===== src/rtl/adpcm_enc_pkg.sv =====
package adpcm_enc_pkg;
  localparam int SAMPLE_W  = 16;
  localparam int STEP_W    = 15;
  localparam int IDX_W     = 7;
  localparam int IDX_MAX   = 88;
  localparam int STEP_BASE = 7;
  localparam int STEP_CAP  = (1 << STEP_W) - 1;

  typedef logic signed [SAMPLE_W-1:0] sample_t;

  typedef struct packed {
    logic       sgn;
    logic [2:0] mag;
  } code_t;

  // Geometric step ladder: each entry grows by about ten percent.
  function automatic int step_at(input int k);
    int s;
    s = STEP_BASE;
    for (int i = 0; i < k; i++) begin
      s = s + s / 10 + 1;
      if (s > STEP_CAP) s = STEP_CAP;
    end
    return s;
  endfunction
endpackage


===== src/rtl/mulaw_expand.sv =====
module mulaw_expand
  import adpcm_enc_pkg::*;
(
  input  logic [7:0] law_byte,
  output sample_t    lin
);
  logic [7:0]          u;
  logic [14:0]         biased;
  logic [14:0]         mag;

  always_comb begin
    u      = ~law_byte;
    biased = ({7'd0, u[3:0], 3'd0} + 15'd132) << u[6:4];
    mag    = biased - 15'd132;
    lin    = u[7] ? -sample_t'({1'b0, mag}) : sample_t'({1'b0, mag});
  end
endmodule


===== src/rtl/step_rom.sv =====
module step_rom
  import adpcm_enc_pkg::*;
#(
  parameter int ENTRIES = IDX_MAX + 1,
  parameter int SW      = STEP_W,
  parameter int IW      = IDX_W
) (
  input  logic [IW-1:0] idx,
  output logic [SW-1:0] step
);
  logic [SW-1:0] lut [ENTRIES];

  for (genvar g = 0; g < ENTRIES; g++) begin : g_lut
    localparam int VAL = step_at(g);
    assign lut[g] = VAL[SW-1:0];
  end

  always_comb begin
    if (int'(idx) < ENTRIES) step = lut[idx];
    else                     step = lut[ENTRIES-1];
  end
endmodule


===== src/rtl/adapt_quant.sv =====
module adapt_quant
  import adpcm_enc_pkg::*;
(
  input  sample_t           lin,
  input  sample_t           pred,
  input  logic [STEP_W-1:0] step,
  input  logic [IDX_W-1:0]  idx,
  output code_t             code,
  output sample_t           pred_nx,
  output logic [IDX_W-1:0]  idx_nx
);
  localparam int DW = SAMPLE_W + 1;

  logic signed [DW-1:0] diff;
  logic [DW-1:0]        dabs, rem, st, delta;
  logic signed [DW:0]   recon;
  logic signed [IDX_W:0] idx_s;
  logic [2:0]           mag;
  logic                 neg;

  always_comb begin
    diff  = {lin[SAMPLE_W-1], lin} - {pred[SAMPLE_W-1], pred};
    neg   = diff[DW-1];
    dabs  = neg ? DW'(-diff) : DW'(diff);
    st    = {{(DW-STEP_W){1'b0}}, step};
    mag   = 3'd0;
    rem   = dabs;
    delta = st >> 3;
    if (rem >= st) begin
      mag[2] = 1'b1;
      rem    = rem - st;
      delta  = delta + st;
    end
    if (rem >= (st >> 1)) begin
      mag[1] = 1'b1;
      rem    = rem - (st >> 1);
      delta  = delta + (st >> 1);
    end
    if (rem >= (st >> 2)) begin
      mag[0] = 1'b1;
      delta  = delta + (st >> 2);
    end
    code.sgn = neg;
    code.mag = mag;

    if (neg) recon = {{2{pred[SAMPLE_W-1]}}, pred} - {1'b0, delta};
    else     recon = {{2{pred[SAMPLE_W-1]}}, pred} + {1'b0, delta};
    if      (recon > 18'sd32767)  pred_nx = 16'sh7FFF;
    else if (recon < -18'sd32768) pred_nx = 16'sh8000;
    else                          pred_nx = recon[SAMPLE_W-1:0];

    idx_s = {1'b0, idx};
    case (mag)
      3'd4:    idx_s = idx_s + 8'sd2;
      3'd5:    idx_s = idx_s + 8'sd4;
      3'd6:    idx_s = idx_s + 8'sd6;
      3'd7:    idx_s = idx_s + 8'sd8;
      default: idx_s = idx_s - 8'sd1;
    endcase
    if (idx_s < 0)                    idx_nx = '0;
    else if (idx_s > IDX_MAX)         idx_nx = IDX_W'(IDX_MAX);
    else                              idx_nx = idx_s[IDX_W-1:0];
  end
endmodule


===== src/rtl/adpcm_speech_enc.sv =====
module adpcm_speech_enc
  import adpcm_enc_pkg::*;
(
  input  logic       clk,
  input  logic       rst_n,
  input  logic       enc_en,
  input  logic [7:0] law_byte,
  output logic [3:0] adpcm_code
);
  logic [1:0]        rst_sync;
  logic              rst_ok;
  sample_t           lin, pred_q, pred_d;
  logic [STEP_W-1:0] step;
  logic [IDX_W-1:0]  idx_q, idx_d;
  code_t             code_q, code_d;

  always_ff @(posedge clk or negedge rst_n) begin
    if (!rst_n) rst_sync <= 2'b00;
    else        rst_sync <= {rst_sync[0], 1'b1};
  end
  assign rst_ok = rst_sync[1];

  mulaw_expand u_expand (.law_byte(law_byte), .lin(lin));

  step_rom #(.ENTRIES(IDX_MAX + 1), .SW(STEP_W), .IW(IDX_W)) u_rom (
    .idx(idx_q), .step(step)
  );

  adapt_quant u_quant (
    .lin(lin), .pred(pred_q), .step(step), .idx(idx_q),
    .code(code_d), .pred_nx(pred_d), .idx_nx(idx_d)
  );

  always_ff @(posedge clk or negedge rst_ok) begin
    if (!rst_ok) begin
      code_q <= '0;
      pred_q <= '0;
      idx_q  <= '0;
    end else if (enc_en) begin
      code_q <= code_d;
      pred_q <= pred_d;
      idx_q  <= idx_d;
    end
  end

  assign adpcm_code = code_q;

  a_r5_idx_range: assert property (@(posedge clk) disable iff (!rst_ok)
    int'(idx_q) <= IDX_MAX);

  a_r8_hold: assert property (@(posedge clk) disable iff (!rst_ok)
    !enc_en |=> ($stable(code_q) && $stable(pred_q) && $stable(idx_q)));

  a_r5_idx_move: assert property (@(posedge clk) disable iff (!rst_ok)
    enc_en |=> ((code_q.mag < 3'd4)
      ? ((int'(idx_q) + 1 == int'($past(idx_q))) || (idx_q == 0 && $past(idx_q) == 0))
      : ((idx_q > $past(idx_q)) || int'(idx_q) == IDX_MAX)));

  a_r4_pred_dir: assert property (@(posedge clk) disable iff (!rst_ok)
    enc_en |=> (code_q.sgn ? (pred_q <= $past(pred_q)) : (pred_q >= $past(pred_q))));

  a_r2_sign: assert property (@(posedge clk) disable iff (!rst_ok)
    enc_en |=> (code_q.sgn == ($past(lin) < $past(pred_q))));
endmodule


===== config.mk =====
export PLATFORM = sky130hd
export DESIGN_NAME = adpcm_speech_enc
export DESIGN_NICKNAME = d
export VERILOG_FILES = /design/src/rtl/adpcm_enc_pkg.sv /design/src/rtl/mulaw_expand.sv /design/src/rtl/step_rom.sv /design/src/rtl/adapt_quant.sv /design/src/rtl/adpcm_speech_enc.sv
export SDC_FILE = /design/constraint.sdc
export NUM_CORES = 1
export LEC_CHECK = 0
export BUFFER_PORTS_ARGS = -buffer_cell sky130_fd_sc_hd__buf_2
export CORE_MARGIN = 3
export CORE_UTILIZATION = 32
export CTS_CLUSTER_DIAMETER = 40
export DETAILED_ROUTE_END_ITERATION = 6
export GPL_ROUTABILITY_DRIVEN = 0
export PLACE_DENSITY = 0.46
export SLEW_MARGIN = 25
export SYNTH_ARGS = -nofsm -noshare
export SYNTH_HDL_FRONTEND = slang
export SYNTH_SLANG_ARGS = --single-unit

===== constraint.sdc =====
create_clock -name clk -period 1.28 [get_ports clk]
set_input_delay 0.32 -clock clk [delete_from_list [all_inputs] [get_ports clk]]
set_output_delay 0.32 -clock clk [all_outputs]
set_load 0.005 [all_outputs]

==> results of run 1 <==
-- cell usage in the layout, fill, tap and decap left out, types with 13 or more instances in the layout --
cell type,count
buf_4,688
nor2_1,145
nand2_1,141
ha_1,119
a21oi_1,114
o21ai_0,84
inv_1,83
xnor2_1,78
xor2_1,39
nand3_1,37
a21o_1,36
nor3_1,36
buf_6,33
mux2i_1,30
o21a_1,28
dfrtp_1,27
a31oi_1,26
a211oi_1,24
a21oi_2,21
and3_1,20
o21ai_2,17
o211ai_1,17
or3_1,17
o22ai_1,16
ha_4,16
nand2b_1,15
buf_12,15
a31oi_4,14
nand4_1,13
nor2b_1,13
o21bai_1,13
-- logic make-up after synthesis --
group                    synth area share
AND/OR/NAND/NOR                    0.2376
AO/OA/AOI/OAI                      0.3360
buffers and inverters             0.06211
adder cells (fa/ha/maj)            0.1592
XOR/XNOR                           0.1005
multiplexers                      0.04316
flip-flops                        0.06106
other                           0.0003155
-- critical path: cells and delay by family --
family | cells | cell delay, ns
buf+inv | 4 | 0.52
xor+xnor | 5 | 0.75
simple gates | 20 | 3.18
compound gates | 39 | 6.31
mux | 4 | 1.00
fa+ha+maj | 7 | 1.85
-- worst max path at each step --
stage	startpoint	depth (start not counted)	endpoint	slack, ns
2_1_floorplan	law_byte[4]	90	pred_q[9]	-13.99
3_3_place_gp	law_byte[5]	77	pred_q[0]	-13.30
3_5_place_dp	law_byte[5]	77	pred_q[0]	-13.45
4_1_cts	law_byte[5]	80	pred_q[9]	-12.58
5_1_grt	law_byte[5]	75	pred_q[0]	-13.26
6_report	law_byte[4]	79	pred_q[0]	-12.46
-- area by class of cell --
| class | count | area, µm² | share of cell area |
|---|---|---|---|
| clock buffer | 6 | 138.9 | 0.007068 |
| clock inverter | 2 | 37.54 | 0.001910 |
| inverter | 88 | 332.8 | 0.01694 |
| multi-input combinational | 1475 | 11820 | 0.6013 |
| sequential | 29 | 728.2 | 0.03706 |
| tap | 461 | 576.8 | 0.02935 |
| timing repair buffer | 754 | 6020 | 0.3063 |
-- stage by stage --
stage                     worst slack (ns)  hold slack, ns
after CTS                           -12.58          0.2766
after detailed placement            -13.45          0.1074
after global placement              -13.30          0.1051
final                               -12.46          0.2581
after global routing                -13.26          0.2991
after floorplan                     -13.99         0.02441
-- state kept, by name (all words and copies together) (netlist names) --
signal and cells:
adpcm_code 4, idx_q 7, pred_q 16, rst_sync 2
-- timing repair --
action	4_1_cts	5_1_grt
buffers inserted	97	22
resized for setup	142	105
cloned	3	0
endpoints found under the setup margin	27	27
hold buffers	1	0
pin swaps	118	75
endpoints found under the hold margin	2	0
-- layer usage --
metal	routed length, µm	vias up
met3	1284	79
met4	1881	0
met2	23970	263
met5	0	-
met1	21970	7074
li1	-	7592
==> flow_summary.toml, run 1 <==
[clock_network]
cts_tree = "yes"
cts_root_buf = "clkbuf_16"
htreeDepth = 2
cts_sinks = 29
insertion_delay_ns = 0.30
path_clk_slew_ns = 0.07
cts_max_path_buffers = 2
cts_buffers = 5

[drt]
drt_iter0_drc = 822
via_per_inst = 5.331
dr.pass1.iters = 5
drt.antenna.violating_nets = 0
drc = 0
avgRoutedWirePerCell_um = 17.44
vias = 15010
wirelength_mm = 49.11

[global_route]
met2_usage = 0.4325
use_met3 = 0.01897
track_usage = 0.2440
grt_use_met1 = 0.3117
grt_pass1_wl_mm = 77.89
busiest_layer = "met2"
grt_pass1_vias = 14890
overflow = 0
grt_max_degree = 47
antenna_found_initial = 0

[critical_path]
slowest_stage = "or4_4"
critical_path.max_fanout = 6
critical_path.reg2reg.endpoint = "pred_q[0]"
path_class = "in2reg"
r2r_slack_ns = -11.80
slowest_delay_ns = 0.48
cp.required_ns = 1.46
arrival_ns = 13.92
crit_path_end_kind = "flop"
worstRegToRegCells = 68
crit_path_start_kind = "input port"
rr_startpoint = "pred_q[3]"

[run]
cap_violations = 0

[timing]
finalSetupViolCount = 27
hold_violations = 0
clock.fmax_mhz = 72.80
fin_tns_setup_ns = -297.15
rsz0062_at_grt = "true"
fin_ws_ns = -12.46
min_period_ns = 13.74
finalCritPeriodShare = 10.73
clock_skew_ns = 0.01532
drv_slew = 0
slew-limit-headroom = 0.6304
tightest_slew_ns = 0.5485

[layout]
num-fill-cells = 3370
area_delta_synth_final_pct = 65.33
final_cell_count_no_fill = 2815
drive_gt1_frac = 0.4299
antenna_cells = 0
stdcell_area_mm2 = 0.01965
finish.utilization = 0.5445
layout.nets = 2511

[logic_synthesis]
synth_flop_cell = "dfrtp_1"
synth_most_common_cell = "nor2_1"
synth_edf_count = 0
synthTopCellsByArea = "ha_1 15%, xnor2_1 6.3%, dfrtp_1 6.1%, a21oi_1 5.8%, nor2_1 4.9%"
netlist_top_cells_count = "156 x nor2_1, 152 x nand2_1, 140 x ha_1, 137 x a21oi_1, 110 x o21ai_0"
synth_cells = 1691
avgSynthCellArea_um2 = 7.028
synth.net_count = 1849
yosys.area.top_type_share = 0.1474
synth_cell_type_count = 98
synth_seq_cells = 29
synth.largest_area_cell = "ha_1"
netlist_area_mm2 = 0.01189
ys_async_sr_fraction = 1.000
yosysSeqAreaShare = 0.06106
ys_warn_count = 0

[floorplan]
die_x_um = 198.7
pin_count = 15
initial_core_util = 0.3293
placementRows = 69
dieArea_mm2 = 0.03949
core_area_mm2 = 0.03609
die_y_um = 198.7

[placement]
dpl.cell_count = 2689
port_buffers = 14
dp_hpwl_mm = 38.68
dpl-instance-area_mm2 = 0.01731

[worst_hold_path]
hp-class = "reg2async"

[run_status]
status = "complete, but fails checks"
violations = "setup timing"
Power of run 1 is left out: the tool's default activity adds up to more than one toggle a clock period on the data nets, which glitch-free logic cannot reach.
==> run 2: changes to the inputs <==
--- a/config.mk
+++ b/config.mk
@@ -11,7 +11,9 @@
 export CTS_CLUSTER_DIAMETER = 40
 export DETAILED_ROUTE_END_ITERATION = 6
 export GPL_ROUTABILITY_DRIVEN = 0
+export GPL_TIMING_DRIVEN = 0
 export PLACE_DENSITY = 0.46
+export SKIP_CTS_REPAIR_TIMING = 1
 export SLEW_MARGIN = 25
 export SYNTH_ARGS = -nofsm -noshare
 export SYNTH_HDL_FRONTEND = slang
==> flow_summary.toml, run 2 (same netlist as run 1, synthesis figures left out) <==
[drt]
wirelength_mm = 46.03
wl_met3_mm = 1.646
routed-wl-met2_mm = 22.33
dr.pass1.iters = 5
vias = 13270
via_per_inst = 5.811
drt.antenna.violating_nets = 0
top_layer = "met4"
avgRoutedWirePerCell_um = 20.16
drt_iter0_drc = 891
drc = 0
wl_met1_mm = 21.10

[run_status]
status = "complete, but fails checks"
violations = "setup timing"

[timing]
min_period_ns = 15.76
finalCritPeriodShare = 12.32
fin_ws_ns = -14.49
drv_slew = 0
tightest_slew_ns = 1.036
clock.fmax_mhz = 63.43
hold_violations = 0
rsz0062_at_grt = "true"
finalSetupViolCount = 27
slew-limit-headroom = 0.3094
clock_skew_ns = 0.009941

[layout]
regArea_um2 = 726.9
num-fill-cells = 3712
area_delta_synth_final_pct = 31.38
multiInputGateArea_mm2 = 0.01192
largest_reg_flops = 16
top_register = "pred_q"
layout.nets = 1979
finish.utilization = 0.4327
final_cell_count_no_fill = 2283
antenna_cells = 0
stdcell_area_mm2 = 0.01562
drive_gt1_frac = 0.2398
final_common_cell = "nor2_1"
final_cell_mix = "143 x nor2_1, 139 x nand2_1, 120 x ha_1, 109 x a21oi_1, 109 x buf_4"

[critical_path]
crit_path_start_kind = "input port"
cp.required_ns = 1.49
slowest_stage = "or4_4"
critPathMostFrequentCell = "buf_8"
slowest_delay_ns = 0.55
critical_path.max_fanout = 8
crit_path_end_kind = "flop"
path_class = "in2reg"
arrival_ns = 15.98

[placement]
dpl.cell_count = 2165
dpl-instance-area_mm2 = 0.01322
dp_hpwl_mm = 35.83
port_buffers = 12

[floorplan]
core_area_mm2 = 0.03609
initial_core_util = 0.3293
die_y_um = 198.7
dieArea_mm2 = 0.03949
pin_count = 15
placementRows = 69
die_x_um = 198.7

[clock_network]
cts_sinks = 29
cts_root_buf = "clkbuf_16"
insertion_delay_ns = 0.29
cts_max_path_buffers = 2
cts_tree = "yes"
htreeDepth = 2
path_clk_slew_ns = 0.06
cts_buffers = 5

[run]
cap_violations = 0

[global_route]
antenna_found_initial = 0
track_usage = 0.2173
grt_max_degree = 28
overflow = 0
grt_pass1_vias = 12390
grt_pass1_wl_mm = 69.12

[worst_hold_path]
hp-class = "reg2async"
==> run 2: cell count changes in the layout (fill, tap and decap cells not counted), moves of 6 or more <==
cell       before  now
buf_4         688  109
xnor2_1        78   72
buf_8           4   17
clkbuf_16       5   11
xnor2_2         6   13
buf_6          33    7
clkbuf_2        0    9
buf_1           0    9
clkbuf_1        0   36
==> run 2: path summary, 6_finish.rpt <==
path | start | endpoint | slack (ns) | depth (start not counted)
setup / recovery | law_byte[5] | pred_q[11] | -14.49 | 90
hold / removal | rst_sync[1] | pred_q[4] | 0.31 | 0
setup reg to reg | idx_q[2] | pred_q[11] | -14.45 | 75
hold reg to reg | rst_sync[1] | pred_q[4] | 0.31 | 0
max in group asynchronous | rst_sync[1] | idx_q[2] | 0.53 | 0
min in group clk | rst_sync[0] | rst_sync[1] | 0.36 | 0
==> run 2: final cells by class <==
cell class | count | share of cell area
clock buffers | 6 | 0.008253
multi-input cells | 1474 | 0.7631
well taps | 461 | 0.03694
clock inverters | 2 | 0.002244
repair buffers | 132 | 0.07188
inverters | 88 | 0.02171
flip-flops and latches | 29 | 0.04655
plain buffers | 91 | 0.04936
==> run 2: routing by layer <==
layer / GRT usage / vias to the layer above
li1: - / 6523
met1: 0.2944 / 6356
met2: 0.3794 / 322
met3: 0.01812 / 66
met4: 0.04295 / 0
met5: 0 / -
==> run 2: stage by stage <==
stage	setup TNS (ns)	hold WS (ns)	setup slack, ns
detailed placement	-426.97	0.1117	-17.73
global route	-365.44	0.3616	-15.29
global placement	-430.58	0.1066	-17.79
floorplan	-334.84	0.02441	-13.99
finish	-345.96	0.3127	-14.49
CTS	-420.48	-0.1938	-17.49
==> run 2: worst max-delay path, delay by kind of cell <==
family / cells / cell delay, ns
buffers and inverters: 20 / 2.70
XOR/XNOR: 4 / 0.60
AO/OA/AOI/OAI: 38 / 6.48
adder cells (fa/ha/maj): 7 / 1.80
AND/OR/NAND/NOR: 19 / 3.42
multiplexers: 2 / 0.56
Power of run 2 is left out for the same reason.
==> run 3: changes to the inputs <==
--- a/config.mk
+++ b/config.mk
@@ -7,12 +7,12 @@
 export LEC_CHECK = 0
 export BUFFER_PORTS_ARGS = -buffer_cell sky130_fd_sc_hd__buf_2
 export CORE_MARGIN = 3
-export CORE_UTILIZATION = 32
+export CORE_UTILIZATION = 44
 export CTS_CLUSTER_DIAMETER = 40
 export DETAILED_ROUTE_END_ITERATION = 6
 export GPL_ROUTABILITY_DRIVEN = 0
 export GPL_TIMING_DRIVEN = 0
-export PLACE_DENSITY = 0.46
+export PLACE_DENSITY = 0.59
 export SKIP_CTS_REPAIR_TIMING = 1
 export SLEW_MARGIN = 25
 export SYNTH_ARGS = -nofsm -noshare
==> flow_summary.toml, run 3 (same netlist as run 1, synthesis figures left out) <==
[timing]
clock.fmax_mhz = 63.27
fin_ws_ns = -14.52
finalCritPeriodShare = 12.35
slew-limit-headroom = 0.3258
min_period_ns = 15.80
finalSetupViolCount = 27
hold_violations = 0
tightest_slew_ns = 1.011
holdWs_ns = 0.2890
drv_slew = 0
rsz0062_at_grt = "true"
clock_skew_ns = 0.009039

[drt]
dr.pass1.iters = 7
via_per_inst = 6.327
drt_iter0_drc = 1465
wirelength_mm = 43.22
avgRoutedWirePerCell_um = 20.07
drt.antenna.violating_nets = 0
vias = 13630
drc = 0

[floorplan]
die_x_um = 170.4
placementRows = 59
die_y_um = 170.4
pin_count = 15
initial_core_util = 0.4522
core_area_mm2 = 0.02628
dieArea_mm2 = 0.02902

[critical_path]
crit_path_end_kind = "flop"
slowest_stage = "or4_4"
cp.required_ns = 1.40
arrival_ns = 15.92
path_class = "in2reg"
cp_top_family = "compound AO/OA/AOI/OAI gates"
crit_cells = 90
crit_path_start_kind = "input port"
worstRegToRegCells = 77
slowest_delay_ns = 0.54
critical_path.max_fanout = 8
critPathMostFrequentCell = "buf_8"
cp_num_buf_inv = 18

[layout]
final_cell_mix = "146 x nor2_1, 139 x nand2_1, 120 x ha_1, 112 x a21oi_1, 102 x buf_4"
final_common_cell = "nor2_1"
layout.nets = 1976
drive_gt1_frac = 0.2325
area_delta_synth_final_pct = 29.47
antenna_cells = 0
largest_reg_flops = 16
stdcell_area_mm2 = 0.01539
top_register = "pred_q"

[global_route]
overflow = 0
grt_pass1_vias = 11940
track_usage = 0.2703
grt_pass1_wl_mm = 64.16
antenna_found_initial = 0
grt_max_degree = 28

[clock_network]
cts_buffers = 5
path_clk_slew_ns = 0.05
htreeDepth = 2
cts_sinks = 29
cts_max_path_buffers = 2
cts_tree = "yes"
insertion_delay_ns = 0.28
cts_root_buf = "clkbuf_16"

[run_status]
status = "complete, but fails checks"
violations = "setup timing"

[placement]
dpl-instance-area_mm2 = 0.01305
dp_hpwl_mm = 32.54
port_buffers = 12

[run]
cap_violations = 0

[worst_hold_path]
hp-class = "reg2async"
run 3: cell count changes in the layout (fill, tap and decap cells not counted), moves of 3 or more:
| cell | before | now |
|---|---|---|
| nor2_1 | 143 | 146 |
| a211oi_4 | 3 | 0 |
| buf_6 | 7 | 11 |
| clkbuf_2 | 9 | 5 |
| a21oi_1 | 109 | 112 |
| clkbuf_1 | 36 | 39 |
| nand3_2 | 9 | 12 |
| buf_4 | 109 | 102 |
run 3: metrics by stage:
| step | setup TNS, ns | setup slack (ns) | utilization | std cells |
|---|---|---|---|---|
| after floorplan | -334.84 | -13.99 | - | 1691 |
| after global placement | -418.17 | -17.31 | 0.4964 | 2038 |
| after detailed placement | -417.01 | -17.29 | 0.4965 | 2038 |
| after CTS | -410.52 | -17.05 | 0.5030 | 2046 |
| after global routing | -359.64 | -15.06 | 0.5855 | 2154 |
| final | -345.89 | -14.52 | 0.5855 | 2154 |
run 3: final cells by class:
cell class / instances / area [µm²]
multi-input combinational: 1474 / 11830
fill: 2371 / 10890
timing repair buffer: 128 / 1116
buffer: 92 / 779.5
sequential: 29 / 726.9
tap: 335 / 419.2
inverter: 88 / 339.1
clock buffer: 7 / 142.6
clock inverter: 1 / 30.03
run 3: routing by layer:
layer,vias up,routed length [µm],track usage
li1,6522,-,-
met5,-,0,0
met2,576,20120,0.4488
met3,96,2754,0.01998
met1,6435,19210,0.3824
met4,0,1135,0.06314
run 3: worst register-to-register path: cells and delay by family, from the launching register on:
kind	cells	cell delay (ns)
compound gates	35	6.75
simple gates	17	2.84
buf+inv	15	2.61
fa+ha+maj	6	1.98
mux	3	0.67
flops	1	0.58
xor+xnor	1	0.12
run 3: path summary, 6_finish.rpt:
kind,from,end,slack (ns)
max,law_byte[5],pred_q[9],-14.52
min,rst_sync[1],pred_q[13],0.29
max reg2reg,idx_q[2],pred_q[9],-14.40
min reg2reg,rst_sync[1],pred_q[13],0.29
max in group asynchronous,rst_sync[1],idx_q[1],0.57
min in group clk,rst_sync[0],rst_sync[1],0.39
Power of run 3 is left out for the same reason.
